<file path="src/rtl/mbx_pkg.sv">
`timescale 1ns/1ps
package mbx_pkg;
  typedef enum logic {
    PG_H2L = 1'b0,
    PG_L2H = 1'b1
  } mbx_page_e;

  localparam int unsigned VEC_LAST_BIT = 15;
  localparam int unsigned VEC_OVF_BIT  = 14;
endpackage

</file>
<file path="src/rtl/mbx_page.sv">
`timescale 1ns/1ps
module mbx_page #(
  parameter int unsigned DATA_W = 16,
  parameter int unsigned NREGS  = 8,
  localparam int unsigned AW    = $clog2(NREGS)
) (
  input  logic              clk,
  input  logic              rst,
  input  logic              we,
  input  logic [AW-1:0]     waddr,
  input  logic [DATA_W-1:0] wdata,
  input  logic              ra_en,
  input  logic [AW-1:0]     ra_addr,
  output logic [DATA_W-1:0] ra_data,
  input  logic              rb_en,
  input  logic [AW-1:0]     rb_addr,
  output logic [DATA_W-1:0] rb_data
);
  logic [DATA_W-1:0] mem [NREGS];

  always_ff @(posedge clk) begin
    if (we) mem[waddr] <= wdata;
  end

  always_ff @(posedge clk) begin
    if (rst) begin
      ra_data <= '0;
      rb_data <= '0;
    end else begin
      if (ra_en) ra_data <= mem[ra_addr];
      if (rb_en) rb_data <= mem[rb_addr];
    end
  end
endmodule

</file>
<file path="src/rtl/mbx_vec_fifo.sv">
`timescale 1ns/1ps
module mbx_vec_fifo #(
  parameter int unsigned DEPTH = 8,
  parameter int unsigned PAY_W = 14,
  localparam int unsigned OUT_W = PAY_W + 2,
  localparam int unsigned PTR_W = (DEPTH > 1) ? $clog2(DEPTH) : 1,
  localparam int unsigned CNT_W = $clog2(DEPTH + 1)
) (
  input  logic             clk,
  input  logic             rst,
  input  logic             push,
  input  logic [PAY_W-1:0] pay,
  input  logic             pop,
  output logic [OUT_W-1:0] vec_q,
  output logic             irq_q
);
  logic [PAY_W-1:0] mem [DEPTH];
  logic [PTR_W-1:0] wr_ptr, rd_ptr;
  logic [CNT_W-1:0] count, cnt_next;
  logic             ovf;
  logic             do_pop, do_push, drop, last;

  function automatic logic [PTR_W-1:0] ptr_inc(input logic [PTR_W-1:0] p);
    return (p == PTR_W'(DEPTH - 1)) ? '0 : p + 1'b1;
  endfunction

  always_comb begin
    do_pop   = pop && (count != '0);
    do_push  = push && ((count != CNT_W'(DEPTH)) || do_pop);
    drop     = push && !do_push;
    last     = do_pop && (count == CNT_W'(1)) && !do_push;
    cnt_next = count + CNT_W'(do_push) - CNT_W'(do_pop);
  end

  always_ff @(posedge clk) begin
    if (do_push) mem[wr_ptr] <= pay;
  end

  always_ff @(posedge clk) begin
    if (rst) begin
      wr_ptr <= '0;
      rd_ptr <= '0;
      count  <= '0;
      ovf    <= 1'b0;
      vec_q  <= '1;
      irq_q  <= 1'b0;
    end else begin
      if (do_push) wr_ptr <= ptr_inc(wr_ptr);
      if (do_pop)  rd_ptr <= ptr_inc(rd_ptr);
      count <= cnt_next;
      irq_q <= (cnt_next != '0);
      if (pop) begin
        if (count == '0) vec_q <= '1;
        else             vec_q <= {last, ovf, mem[rd_ptr]};
      end
      if (drop)      ovf <= 1'b1;
      else if (last) ovf <= 1'b0;
    end
  end
endmodule

</file>
<file path="src/rtl/xproc_mailbox.sv">
`timescale 1ns/1ps
module xproc_mailbox #(
  parameter int unsigned DATA_W     = 16,
  parameter int unsigned NREGS      = 8,
  parameter int unsigned FIFO_DEPTH = 8,
  localparam int unsigned AW        = $clog2(NREGS),
  localparam int unsigned PAY_W     = DATA_W - 2
) (
  input  logic              clk,
  input  logic              rst,
  input  logic              h_wr,
  input  logic              h_rd,
  input  logic              h_page,
  input  logic [AW-1:0]     h_addr,
  input  logic [DATA_W-1:0] h_wdata,
  output logic [DATA_W-1:0] h_rdata,
  output logic              h_irq,
  input  logic              l_wr,
  input  logic              l_rd,
  input  logic              l_page,
  input  logic [AW-1:0]     l_addr,
  input  logic [DATA_W-1:0] l_wdata,
  output logic [DATA_W-1:0] l_rdata,
  input  logic              l_pop,
  output logic [DATA_W-1:0] l_vec,
  output logic              l_irq
);
  import mbx_pkg::*;

  logic [DATA_W-1:0] pg_ha [2];
  logic [DATA_W-1:0] pg_la [2];
  logic              h_sel_q, l_sel_q;
  logic              h_post, l_post, h_ack;

  for (genvar pg = 0; pg < 2; pg++) begin : g_page
    logic              we;
    logic [AW-1:0]     waddr;
    logic [DATA_W-1:0] wdata;
    if (pg == int'(PG_H2L)) begin : g_host_owned
      assign we    = h_wr && (h_page == PG_H2L);
      assign waddr = h_addr;
      assign wdata = h_wdata;
    end else begin : g_local_owned
      assign we    = l_wr && (l_page == PG_L2H);
      assign waddr = l_addr;
      assign wdata = l_wdata;
    end
    mbx_page #(.DATA_W(DATA_W), .NREGS(NREGS)) page_i (
      .clk    (clk),
      .rst    (rst),
      .we     (we),
      .waddr  (waddr),
      .wdata  (wdata),
      .ra_en  (h_rd && (h_page == 1'(pg))),
      .ra_addr(h_addr),
      .ra_data(pg_ha[pg]),
      .rb_en  (l_rd && (l_page == 1'(pg))),
      .rb_addr(l_addr),
      .rb_data(pg_la[pg])
    );
  end

  always_ff @(posedge clk) begin
    if (rst) begin
      h_sel_q <= 1'b0;
      l_sel_q <= 1'b0;
    end else begin
      if (h_rd) h_sel_q <= h_page;
      if (l_rd) l_sel_q <= l_page;
    end
  end

  assign h_rdata = h_sel_q ? pg_ha[1] : pg_ha[0];
  assign l_rdata = l_sel_q ? pg_la[1] : pg_la[0];

  // doorbells: word 0 of the writer's own page
  assign h_post = h_wr && (h_page == PG_H2L) && (h_addr == '0);
  assign l_post = l_wr && (l_page == PG_L2H) && (l_addr == '0);
  assign h_ack  = h_rd && (h_page == PG_L2H) && (h_addr == '0);

  always_ff @(posedge clk) begin
    if (rst)         h_irq <= 1'b0;
    else if (l_post) h_irq <= 1'b1;
    else if (h_ack)  h_irq <= 1'b0;
  end

  mbx_vec_fifo #(.DEPTH(FIFO_DEPTH), .PAY_W(PAY_W)) fifo_i (
    .clk  (clk),
    .rst  (rst),
    .push (h_post),
    .pay  (h_wdata[PAY_W-1:0]),
    .pop  (l_pop),
    .vec_q(l_vec),
    .irq_q(l_irq)
  );
endmodule

</file>
<file path="config.mk">
export PLATFORM = sky130hd
export DESIGN_NAME = xproc_mailbox
export DESIGN_NICKNAME = d
export VERILOG_FILES = /design/src/rtl/mbx_pkg.sv /design/src/rtl/mbx_page.sv /design/src/rtl/mbx_vec_fifo.sv /design/src/rtl/xproc_mailbox.sv
export SDC_FILE = /design/constraint.sdc
export NUM_CORES = 1
export LEC_CHECK = 0
export ABC_AREA = 1
export BUFFER_PORTS_ARGS = -buffer_cell sky130_fd_sc_hd__buf_4
export CORE_UTILIZATION = 55
export CTS_CLUSTER_DIAMETER = 50
export DETAILED_ROUTE_END_ITERATION = 6
export PLACE_DENSITY = 0.76
export SETUP_SLACK_MARGIN = 0.05
export SLEW_MARGIN = 10
export SYNTH_ARGS = -nofsm -noshare
export SYNTH_HDL_FRONTEND = slang
export SYNTH_SLANG_ARGS = --single-unit
</file>
<file path="constraint.sdc">
create_clock -name clk -period 3.8 [get_ports clk]
set_clock_uncertainty 0.15 [all_clocks]
set_input_delay 1.14 -clock clk [delete_from_list [all_inputs] [get_ports clk]]
set_output_delay 1.14 -clock clk [all_outputs]
set_load 0.01 [all_outputs]
</file>
* Word-level counts from Yosys, hierarchy flattened
Memories as Yosys holds them, arrays and structs flattened. A register that Yosys moved wholly into a read port is not among the register bits. Index checks and enable logic that the tools add are counted.
Storage, ports and cells: flip-flop bits (word level) 31, RAM bits 368, bits of input ports 47, output and inout bits 50, word-level logic and storage cells 62, memories kept 3
Operators by class: $add $sub $neg 4, equality and inequality tests 4, muxes and demuxes 17, bitwise logic cells 2, reduce and logical (&&, ||, !) cells 23
Memory list:
- g_page[0].page_i.mem | words 8, width 16, rd ports 2, clocked after Yosys merged registers in 2, write ports 1, line mbx_page.sv:19 | logic [DATA_W-1:0] mem [NREGS];
- g_page[1].page_i.mem | words 8, width 16, rd ports 2, clocked after Yosys merged registers in 2, write ports 1, line mbx_page.sv:19
- fifo_i.mem | words 8, width 14, rd ports 1, clocked after Yosys merged registers in 1, write ports 1, line mbx_vec_fifo.sv:17 | logic [PAY_W-1:0] mem [DEPTH];
Operators with widths (number):
- 2-to-1 mux 16 bit | 3
- logical AND 1 bit | 14
- 2-to-1 mux 3 bit | 4
- 2-to-1 mux 1 bit | 10
- nonzero test 4 bit | 2
- adder 3 x 1 -> 3 bit (second input constant) | 2
- equality test 3 bit (second input constant) | 2
- logical NOT 3 bit | 2
- adder 4 x 1 -> 4 bit | 1
- equality test 4 x 1 -> 1 bit (second input constant) | 1
- logical NOT 4 bit | 1
- != test 4 bit (second input constant) | 1
- nonzero test 2 bit | 2
- subtractor 4 x 1 -> 4 bit | 1
- NOT 1 bit | 2
- logical NOT 1 bit | 1
- logical OR 1 bit | 1

* Logic depth before layout (Yosys ltp)
word-level depth 8, depth in mapped cells 13, mapped depth without buffers 13

* By module
From an unflattened synthesis, not the netlist that was laid out.
Unflattened totals: cell total of the unflattened synthesis 2395, area, all modules 22325.2 um^2
By module, submodules not included:
- mbx_page | times used 2, cells each 911, area each 7936.4 um^2, sequential area each 4484.3 um^2
- mbx_vec_fifo | times used 1, cells each 510, area each 5800.6 um^2, sequential area each 3983.8 um^2
- xproc_mailbox | times used 1, cells each 63, area each 651.9 um^2, sequential area each 60.1 um^2

* Worst setup path before layout
OpenSTA, ideal clock, no wires.
kind input to register, start in l_addr[0], end mem g_page[1].page_i.mem[1][0], enable pin, library setup time 0.409 ns, arrival time 2.852 ns, data required time 3.241 ns, slack 0.389 ns, cell stages on the path 5, buffers on the path 3, cells stage by stage buf_2 -> buf_6 -> buf_2 -> nand3_1 -> nor3_1
RTL lines:
- start, declared | line xproc_mailbox.sv:21 | input logic [AW-1:0] l_addr,
- end, declared | line mbx_page.sv:19
No word-level cell before the write port.

* Worst setup path after layout
start reg h_sel_q, end out h_rdata[15]
On the way: longest elaborated chain between the ends 1
Ends and longest elaborated chain:
- start, declared | line xproc_mailbox.sv:32 | logic h_sel_q, l_sel_q;
- start signal, assigned | line xproc_mailbox.sv:68 | if (h_rd) h_sel_q <= h_page;
- 2-to-1 mux 16 bit | line xproc_mailbox.sv:73 | assign h_rdata = h_sel_q ? pg_ha[1] : pg_ha[0];
- end, declared | line xproc_mailbox.sv:16 | output logic [DATA_W-1:0] h_rdata,
Every way passes these cells.

==> out/results.tsv <==
metric	value	unit
run status	finished, violations left	
failing checks	DRC	
dpl hpwl	33.4	mm
Detail Route Antenna Nets	0	
CTS resizes	0	
Synth Area in Simple Gates	17.1	%
Min-Delay Path Class	flip-flop to flip-flop	
CP startpoint kind	flip-flop	
Synth Register Bits	466	
Commonest cells post-synth	nand2_1, edfxtp_1, o211ai_1	
CP peak stage delay	0.46	ns
Slowest cell on crit path	mux2_2	
Yosys Warn Count	0	
mux share of post-synthesis cell area	1.74	%
largest net degree at the start of global routing	238	
layout cells sized above 1	14.7	%
total congestion overflow	0	
Root Buffer	clkbuf_16	
crit path kind	flip-flop to output pin	
chip height	196	microns
clk_lat worst skew	0.57	ns
H-tree depth	2	
leading area contributor after synthesis	edfxtp_1	
total clock sinks	466	
I/O pins	97	
via count	15426	
post-synth cell types	32	
maximum root-to-sink buffer count	3	
Post-synth EDFFs	368	
endpoints failing setup	0	
fin crit share	81.9	%
Synth Area in Compound Gates	11.3	%
CTS Hold Bufs	0	
Synth area leaders	edfxtp_1, dfxtp_1, o211ai_1	
Final Hold Vio Count	0	
placer's final routability congestion estimate	0.842	
core area	36900	sq um
Tmin final	3.11	ns
Static Leak	0.00904	uW
Initial Util	56.2	%
initial DRC count	1907	
share of the synthesized area in the top cell type	53.3	%
post-synthesis adder-cell area fraction	0.640	%
fin nets	2138	
# Post-CTS Setup Buffers	0	
largest family of logic cells by synthesized area	simple AND/OR/NAND/NOR gates	
DRC viols	4	
max-slew violation count	0	
Fmax achieved	321	MHz
fill cell instance count of the final layout	2698	
first-pass GRT wire length	82.0	mm
worst path buffer plus inverter count	2	
DP Area	21900	sq um
Most used DFF post-synth	edfxtp_1	
sequential area share after synthesis	62.8	%
top-count cell post-synth	nand2_1	
syn nets	2058	
vias in the first global route	14783	
GRT Util Overall	28.1	%
Slew headroom	33.5	%
DR pass1 iterations	7	
Clock transition at path regs	0.06	ns
setup TNS	0	ns
Rows	70	
Synth Cell Area	20700	sq um
PwrDens	531	nW/um^2
ys async rst share	0	%
cell repeated most along the worst path	buf_4	
CP Max Fanout	16	
Horiz. Die Dim	196	microns
Max VDD drop	0.000271	V
max_cap viols	0	
TritonCTS clock tree	yes	
measured slew at the worst slew-check pin	0.997	ns
synthesized area per cell	10.4	sq um
Place WS	0.586	ns
Required @ worst endpoint	2.51	ns
number of port buffers	96	
family with the most delay on the worst path	multiplexers	
wire length per cell	20.3	microns
design area	23600	sq um
die area	38500	sq um
total CTS buffers	48	
Gate Count Post-Synth	2001	
Power Total	12500	uW
Arrival @ worst endpoint	1.82	ns
initial antenna violation count	2	
final WL	53.3	mm
RSZ-0062 raised after global routing	false	
routed vias/inst	5.88	
Layout area overhead	13.9	%
xor and xnor area share after synthesis	0.0422	%
crit path setup slack, layout	0.688	ns
CP Capture Type	output pin	
Critical Path, Cell by Cell	buf_4 > mux2_2 > buf_4	
-- per-stage QoR --
| stage | utilization [%] | hold WS, ns | cells |
|---|---|---|---|
| after global placement | 59.5 | 0.289 | 2535 |
| after floorplan | - | 0.277 | 2001 |
| after global routing | 64.0 | 0.351 | 2623 |
| after detailed placement | 59.5 | 0.302 | 2535 |
| after CTS | 64.0 | 0.312 | 2623 |
| final | 64.0 | 0.316 | 2624 |
-- area by class of cell --
cell class	count	area [sq um]	share of cell area [%]
Multi-Input combinational cell	1237	6390	27.1
Sequential cell	466	13000	55.1
Tap cell	504	631	2.67
Clock buffer	57	1320	5.58
Inverter	168	631	2.67
Antenna cell	1	2.50	0.0106
Clock inverter	31	355	1.51
Timing Repair Buffer	160	1260	5.33
-- where the power goes --
part | switching, uW | internal (uW)
Sequential | 125 | 5700
Combinational | 1190 | 606
Clock | 1960 | 2960
Total | 3270 | 9260
-- worst register-to-register path, stage by stage, from the launching register on --
cell	delay, ns
dfxtp_1	0.31
inv_1	0.07
ha_1	0.26
o211ai_2	0.29
nand2_2	0.11
inv_2	0.14
nand2_2	0.09
nor2_1	0.48
buf_4	0.29
-- routing by layer --
| layer | share of wire (%) | GRT usage, % | up-vias |
|---|---|---|---|
| li1 | - | - | 7149 |
| met1 | 40 | 38.7 | 7318 |
| met2 | 46 | 44.8 | 838 |
| met3 | 11 | 5.40 | 119 |
| met4 | 2.9 | 9.72 | 2 |
| met5 | 0.036 | 0 | - |
-- logic make-up after synthesis --
family          after synthesis
compound gates              335
fa+ha+maj                    10
flops                       466
buf+inv                     298
xor+xnor                      1
simple gates                859
mux                          32
-- cells in the final DEF, fill, tap and decap left out, drive strengths merged --
master / netlist / final
a21oi: 4 / 4
buf: 97 / 160
bufinv: 0 / 7
clkbuf: 33 / 57
clkinv: 0 / 20
clkinvlp: 0 / 2
dfxtp: 98 / 98
diode: 0 / 1
edfxtp: 368 / 368
fa: 1 / 1
ha: 9 / 9
inv: 168 / 170
mux2: 32 / 32
nand2: 490 / 490
nand3: 169 / 169
nand3b: 2 / 2
nand4: 2 / 2
nor2: 181 / 181
nor3: 1 / 1
o211a: 2 / 2
o211ai: 257 / 257
o21ai: 70 / 70
o22ai: 1 / 1
o31ai: 1 / 1
or2: 14 / 14
xor2: 1 / 1
-- flip-flops by register name (all words and copies together) (netlist names), named ones only --
name and cells:
g_page.page_i.mem 256, fifo_i.mem 112, g_page.page_i.ra_data 32, g_page.page_i.rb_data 32, fifo_i.vec_q 16, fifo_i.count 4, fifo_i.rd_ptr 3, fifo_i.wr_ptr 3
fifo_i.irq_q 1, fifo_i.ovf 1, h_irq 1, h_sel_q 1, l_sel_q 1
-- final timing paths --
path	startpoint	depth (start not counted)	slack, ns	end
setup / recovery	h_sel_q	3	0.69	h_rdata[15]
hold / removal	fifo_i.ovf	2	0.32	fifo_i.ovf
setup reg to reg	fifo_i.count[2]	8	1.31	fifo_i.mem[5][11]
hold reg to reg	fifo_i.ovf	2	0.32	fifo_i.ovf
Note: power is estimated with default switching activity, not from simulation.
